==> src/rtl/tdr_pkg.sv <==
// Shared state type and command/status bit positions for the descriptor engine.
// Assumes 32-bit memory words and a 12-bit length field.
package tdr_pkg;
    typedef enum logic [2:0] {
        S_IDLE, S_CMD, S_LINK, S_BUF, S_DATA, S_SEND, S_WB
    } tdr_state_t;

    localparam int OWN_B  = 31;
    localparam int MORE_B = 30;
    localparam int IREQ_B = 29;
    localparam int LEN_W  = 12;
endpackage

==> src/rtl/tdr_lane_pick.sv <==
// Selects one byte lane of a memory word, lowest address in the lowest lane.
// Assumes DW is a whole multiple of BW.
module tdr_lane_pick #(
    parameter int DW = 32,
    parameter int BW = 8,
    localparam int LANES = DW / BW,
    localparam int SW = (LANES > 1) ? $clog2(LANES) : 1
) (
    input  logic [DW-1:0] word,
    input  logic [SW-1:0] sel,
    output logic [BW-1:0] lane
);
    logic [BW-1:0] lanes [LANES];

    for (genvar g = 0; g < LANES; g++) begin : g_lane
        assign lanes[g] = word[g*BW +: BW];
    end

    assign lane = lanes[sel];
endmodule

==> src/rtl/tdr_stat_pack.sv <==
// Builds the write-back word: owner cleared, flags and length kept, outcome bits set.
// Assumes only underrun can fail; collision count is always zero.
module tdr_stat_pack (
    input  logic [2:0]  flags,
    input  logic [15:0] low,
    input  logic        urun,
    output logic [31:0] status
);
    // Pack fields: own, more/irq/nocrc, ok, abort, underrun, zeros, length.
    assign status = {1'b0, flags, ~urun, 1'b0, urun, 9'd0, low};
endmodule

==> src/rtl/tdr_seq.sv <==
// Sequencer: fetches a descriptor, streams its buffer, writes status, follows link.
// Assumes read data is valid in the cycle a request is granted.
module tdr_seq
    import tdr_pkg::*;
#(
    parameter int AW = 8
) (
    input  logic          clk,
    input  logic          rst_n,
    input  logic          start,
    input  logic          ptr_load,
    input  logic [AW-1:0] ptr_value,
    input  logic          err_inject,
    input  logic          mem_gnt,
    input  logic [31:0]   mem_rdata,
    input  logic [7:0]    rd_byte,
    input  logic          tx_ready,
    output logic          mem_req,
    output logic          mem_we,
    output logic [AW-1:0] mem_addr,
    output logic [1:0]    lane_sel,
    output logic          tx_valid,
    output logic [7:0]    tx_data,
    output logic          tx_last,
    output logic          irq_desc,
    output logic          irq_err,
    output logic          irq_idle,
    output logic [2:0]    flags,
    output logic [15:0]   len_low,
    output logic          urun
);
    tdr_state_t       state;
    logic [AW-1:0]    ptr;
    logic [AW-1:0]    link;
    logic [31:0]      baddr;
    logic [LEN_W-1:0] remain;
    logic [7:0]       byte_q;

    // Memory request type and address follow the current state.
    always_comb begin
        mem_req = 1'b1;
        mem_we  = 1'b0;
        case (state)
            S_CMD:   mem_addr = ptr + AW'(1);
            S_LINK:  mem_addr = ptr;
            S_BUF:   mem_addr = ptr + AW'(2);
            S_DATA:  mem_addr = baddr[AW+1:2];
            S_WB: begin
                mem_addr = ptr + AW'(1);
                mem_we   = 1'b1;
            end
            default: begin
                mem_addr = ptr;
                mem_req  = 1'b0;
            end
        endcase
    end

    assign lane_sel = baddr[1:0];
    assign tx_valid = (state == S_SEND);
    assign tx_data  = byte_q;
    assign tx_last  = (state == S_SEND) && (remain == LEN_W'(1)) && !flags[MORE_B-28];

    // Main sequencing, pointer tracking and event pulses.
    always_ff @(posedge clk) begin
        if (!rst_n) begin
            state    <= S_IDLE;
            ptr      <= '0;
            link     <= '0;
            baddr    <= '0;
            remain   <= '0;
            byte_q   <= '0;
            flags    <= '0;
            len_low  <= '0;
            urun     <= 1'b0;
            irq_desc <= 1'b0;
            irq_err  <= 1'b0;
            irq_idle <= 1'b0;
        end else begin
            irq_desc <= 1'b0;
            irq_err  <= 1'b0;
            irq_idle <= 1'b0;
            case (state)
                S_IDLE: begin
                    if (ptr_load) ptr <= ptr_value;
                    if (start) state <= S_CMD;
                end
                S_CMD: if (mem_gnt) begin
                    if (mem_rdata[OWN_B]) begin
                        flags   <= mem_rdata[30:28];
                        len_low <= mem_rdata[15:0];
                        state   <= S_LINK;
                    end else begin
                        irq_idle <= 1'b1;
                        state    <= S_IDLE;
                    end
                end
                S_LINK: if (mem_gnt) begin
                    link  <= mem_rdata[AW-1:0];
                    state <= S_BUF;
                end
                S_BUF: if (mem_gnt) begin
                    baddr  <= mem_rdata;
                    remain <= len_low[LEN_W-1:0];
                    state  <= (len_low[LEN_W-1:0] == '0) ? S_WB : S_DATA;
                end
                S_DATA: if (mem_gnt) begin
                    byte_q <= rd_byte;
                    state  <= S_SEND;
                end
                S_SEND: if (tx_ready) begin
                    if (err_inject) urun <= 1'b1;
                    remain <= remain - LEN_W'(1);
                    baddr  <= baddr + 32'd1;
                    state  <= (remain == LEN_W'(1)) ? S_WB : S_DATA;
                end
                S_WB: if (mem_gnt) begin
                    irq_desc <= flags[IREQ_B-28];
                    irq_err  <= urun;
                    urun     <= 1'b0;
                    ptr      <= link;
                    state    <= S_CMD;
                end
                default: state <= S_IDLE;
            endcase
        end
    end
endmodule

==> src/rtl/tx_desc_ring.sv <==
// Top: transmit descriptor ring engine. Joins the sequencer, byte-lane select
// and status packer. Assumes a single-cycle request/grant memory port.
module tx_desc_ring #(
    parameter int AW = 8
) (
    input  logic          clk,
    input  logic          rst_n,
    input  logic          start,
    input  logic          ptr_load,
    input  logic [AW-1:0] ptr_value,
    input  logic          err_inject,
    output logic          mem_req,
    output logic          mem_we,
    output logic [AW-1:0] mem_addr,
    output logic [31:0]   mem_wdata,
    input  logic          mem_gnt,
    input  logic [31:0]   mem_rdata,
    output logic          tx_valid,
    input  logic          tx_ready,
    output logic [7:0]    tx_data,
    output logic          tx_last,
    output logic          irq_desc,
    output logic          irq_err,
    output logic          irq_idle
);
    logic [7:0]  rd_byte;
    logic [1:0]  lane_sel;
    logic [2:0]  flags;
    logic [15:0] len_low;
    logic        urun;

    tdr_seq #(.AW(AW)) u_seq (
        .clk(clk), .rst_n(rst_n), .start(start), .ptr_load(ptr_load),
        .ptr_value(ptr_value), .err_inject(err_inject), .mem_gnt(mem_gnt),
        .mem_rdata(mem_rdata), .rd_byte(rd_byte), .tx_ready(tx_ready),
        .mem_req(mem_req), .mem_we(mem_we), .mem_addr(mem_addr),
        .lane_sel(lane_sel), .tx_valid(tx_valid), .tx_data(tx_data),
        .tx_last(tx_last), .irq_desc(irq_desc), .irq_err(irq_err),
        .irq_idle(irq_idle), .flags(flags), .len_low(len_low), .urun(urun)
    );

    tdr_lane_pick #(.DW(32), .BW(8)) u_lane (
        .word(mem_rdata), .sel(lane_sel), .lane(rd_byte)
    );

    tdr_stat_pack u_pack (
        .flags(flags), .low(len_low), .urun(urun), .status(mem_wdata)
    );
endmodule

==> config.mk <==
export PLATFORM = sky130hd
export DESIGN_NAME = tx_desc_ring
export DESIGN_NICKNAME = d
export VERILOG_FILES = /design/src/rtl/tdr_pkg.sv /design/src/rtl/tdr_lane_pick.sv /design/src/rtl/tdr_stat_pack.sv /design/src/rtl/tdr_seq.sv /design/src/rtl/tx_desc_ring.sv
export SDC_FILE = /design/constraint.sdc
export NUM_CORES = 1
export LEC_CHECK = 0
export ABC_CLOCK_PERIOD_IN_PS = 3500
export BUFFER_PORTS_ARGS = -buffer_cell sky130_fd_sc_hd__buf_2
export CAP_MARGIN = 20
export CORE_MARGIN = 8
export CORE_UTILIZATION = 58
export CTS_CLUSTER_DIAMETER = 30
export DETAILED_ROUTE_END_ITERATION = 6
export PLACE_DENSITY = 0.95
export REMOVE_ABC_BUFFERS = 1
export SYNTH_ARGS = -nofsm -noshare
export SYNTH_HDL_FRONTEND = slang
export SYNTH_SLANG_ARGS = --single-unit
==> constraint.sdc <==
create_clock -name clk -period 3.5 [get_ports clk]
set_clock_uncertainty 0.1 [all_clocks]
set_input_delay 0.525 -clock clk [delete_from_list [all_inputs] [get_ports clk]]
set_output_delay 0.525 -clock clk [all_outputs]
set_load 0.01 [all_outputs]
==> summary.md <==
| Metric | Value |
|---|---|
| Status | `finished clean` |
| Post-synthesis xor/xnor area fraction | `0.00204` |
| Netlist cell types | `61` |
| Synthesized area | `4280 um2` |
| Fin util | `0.671` |
| 1st-pass router iterations | `5` |
| CP arrival | `roughly 2.4 ns` |
| Internal power | `1.28 mW` |
| Share of cells above drive strength 1 | `0.221` |
| Fin crit share | `0.857` |
| Slew HR | `0.291` |
| DR vias/cell | `6.08` |
| Buffers on Ports | `90` |
| Crit end category | `output port` |
| Largest cells by area after synthesis | `dfxtp_1 34%, nand2_1 9.4%, a21boi_0 5.6%` |
| Total grt overflow | `0` |
| Pin count of the biggest net entering global routing | `73` |
| Fraction of the mapped netlist area in compound gates | `0.224` |
| Post-synthesis cell count | `539` |
| Ys flop type | `dfxtp_1` |
| Placement Cell Area | `4670 um2` |
| Reg clk slew, reported paths | `0.08 ns` |
| Sw Pwr | `between 600 and 700 uW` |
| WL final | `12,700 um` |
| Largest family of logic cells by synthesized area | `simple AND/OR/NAND/NOR gates` |
| Root Driver | `clkbuf_8` |
| CTS H-tree lvls | `3` |
| Sequential power share | `0.489` |
| Ys async rst share | `0` |
| Final worst-path setup slack | `0.501 ns` |
| Unrepaired setup endpoints after global routing | `false` |
| Final Max Slew Viols | `0` |
| Top Ports | `102` |
| Setup CP Type | `flop to output port` |
| Synth area leader | `dfxtp_1` |
| Power per standard cell area | `391 nW/um2` |
| Effective utilization at floorplan | `0.594` |
| DR iter-0 viols | `492` |
| Worst-path fanout max | `10` |
| Vias in the first global route | `between 4,000 and 5,000` |
| Mean Syn Cell Area | `7.95 um2` |
| CP Data Required Time | `around 2.9 ns` |
| Die area | `10,400 um2` |
| Maximum clock rate | `around 0.33 GHz` |
| Core Rows | `31` |
| Via count | `~4,300` |
| CP Launch Type | `flop` |
| Post-Synth Simple-Gate Area | `0.263` |
| EDFF count, synth | `0` |
| Wire per inst | `17.9 um` |
| Period minus WS final | `approximately 3 ns` |
| Fill cells | `571` |
| Actual slew at the worst max-slew pin | `1.06 ns` |
| Comb power frac | `0.200` |
| Post-CTS Setup Bufs | `0` |
| Clock latency on the worst-skew pair | `0.35 ns` |
| Crit-path slowest cell | `dfxtp_1` |
| Sequence of cells on the critical path | `ha_1, nand3_1, or2_4, or4_1, and3_1, o2bb2ai_1, buf_2` |
| Setup TNS | `0 ns` |
| Cell with the most instances after synthesis | `nand2_1` |
| Setup-failing EPs final | `0` |
| Nets@finish | `659` |
| Max VDD drop | `just under 0.3 mV` |
| CTS sink cnt | `just over 70` |
| Fin area | `a little under 5000 um2` |
| Placement Setup Slack | `a little under 0.9 ns` |
| WHS | `around 0.33 ns` |
| Pleak | `a little under 2 nW` |
| Die span in y | `~100 um` |
| First-pass GRT wire length | `20,500 um` |
| Crit path largest cell delay | `0.50 ns` |
| Initial antenna violation count | `0` |
| Die X | `102 um` |
| Max-cap violations | `0` |
| Routability Congestion | `0.930` |
| Share of the synthesized area in the top cell type | `0.336` |
| Post-synthesis adder-cell area fraction | `0.0146` |
| GRT Overall Usage | `0.252` |
| Synthesis-to-finish area growth | `12.9%` |
| TritonCTS buffer count | `9` |
| Ys Warns | `0` |
| DP HPWL | `9210 um` |
| Routed Antenna Nets | `0` |
| # diodes | `0` |
| Worst Hold Class | `primary input to flop` |
| Hold-fix buffers at CTS | `0` |
| Post-CTS Resized | `0` |
| Yosys reg bits | `72` |
| Sw Ratio | `0.322` |
| Final hold violations | `0` |
| Synth top cells by count | `107 x nand2_1, 72 x dfxtp_1, 39 x nor2_1, 35 x a21oi_1, 32 x a21boi_0` |
| FF/Latch Area | `1440 um2` |
| CTS tree | `yes` |
| Clk buf depth | `2` |
| CP Buf/Inv Count | `1` |
| CORE AREA | `slightly above 7000 um2` |
| Multi-input gate area | `2570 um2` |
| CP top delay family | `simple AND/OR/NAND/NOR gates` |
| Clk pwr share | `0.311` |
| Post-synthesis mux area share | `0.0867` |
| Register area share after synthesis | `0.336` |
| DR DRC count | `0` |
[layer usage]
layer,up-vias,share of wire,GRT usage
li1,2018,-,-
met3,46,0.10,0.0586
met1,1998,0.38,0.300
met5,-,0,0
met2,259,0.48,0.413
met4,0,0.036,0.130
[flip-flops by register name (all words and copies together), names as in the netlist, 3 cells and up]
signal         cells
u_seq.link         8
u_seq.remain      12
u_seq.flags        3
u_seq.len_low     16
u_seq.tx_data      8
u_seq.ptr          8
u_seq.baddr       10
u_seq.state        3
[per-stage QoR]
step / std cells / power, mW
after floorplan: 500 / 1.16
after detailed placement: 695 / 1.32
after CTS: 711 / 1.88
final: 711 / 1.89
after global routing: 711 / 1.99
after global placement: 695 / 1.30
[cell families (layout without fill, tap and decap cells)]
group | Yosys count | in the layout
adder cells (fa/ha/maj) | 5 | 5
multiplexers | 27 | 27
AO/OA/AOI/OAI | 142 | 142
other | 1 | 11
AND/OR/NAND/NOR | 233 | 233
buffers and inverters | 58 | 121
flip-flops | 72 | 72
XOR/XNOR | 1 | 1
[cells in the final DEF, fill, tap and decap left out, drive strengths merged, types with 5 or more instances in the layout]
cell    netlist  routed
mux2i        18      18
conb          1      11
clkbuf       15       9
o21ai        27      27
a21boi       32      32
nor2         41      41
and3          5       5
nor2b        18      18
o211a         9       9
dfxtp        72      72
ha            5       5
mux4          8       8
a21oi        35      35
inv           9      10
nand2       108     108
nand2b        8       8
o22ai         6       6
and2          8       8
nor3          9       9
nand3        12      12
buf          34      96
[path summary, 6_finish.rpt]
path / startpoint / to / slack [ns] / cells past startpoint
worst max-delay path: u_seq.ptr[0]$_SDFFE_PN0P_ / mem_addr[6] / 0.50 / 7
worst max register to register: u_seq.state[2]$_SDFFE_PN0P_ / u_seq.remain[8]$_SDFFE_PN0P_ / 1.09 / 5
worst min-delay path: mem_rdata[28] / u_seq.flags[0]$_SDFFE_PN0P_ / 0.33 / 3
worst min register to register: u_seq.len_low[15]$_SDFFE_PN0P_ / u_seq.len_low[15]$_SDFFE_PN0P_ / 0.37 / 2
[area by class of cell]
cell class	instances	area share
multi-input combinational	419	0.532
clock inverter	7	0.00957
sequential	72	0.298
inverter	9	0.00698
tap	99	0.0256
clock buffer	9	0.0256
timing repair buffer	96	0.102
[worst reg2reg max path, stage by stage (launching register included)]
cell and delay (ns):
dfxtp_1 0.68, and3b_1 0.28, o21ai_2 0.78, nor2_1 0.18
o22ai_1 0.20, and2_1 0.14
[power by group through the flow]
stage	registers, mW	logic (mW)	clock network, mW
floorplan	0.935	0.226	0
global placement	0.940	0.362	0
detailed placement	0.944	0.372	0
CTS	0.924	0.375	0.586
global route	0.935	0.414	0.637
finish	0.926	0.378	0.589
(Power assumes the default switching activity.)
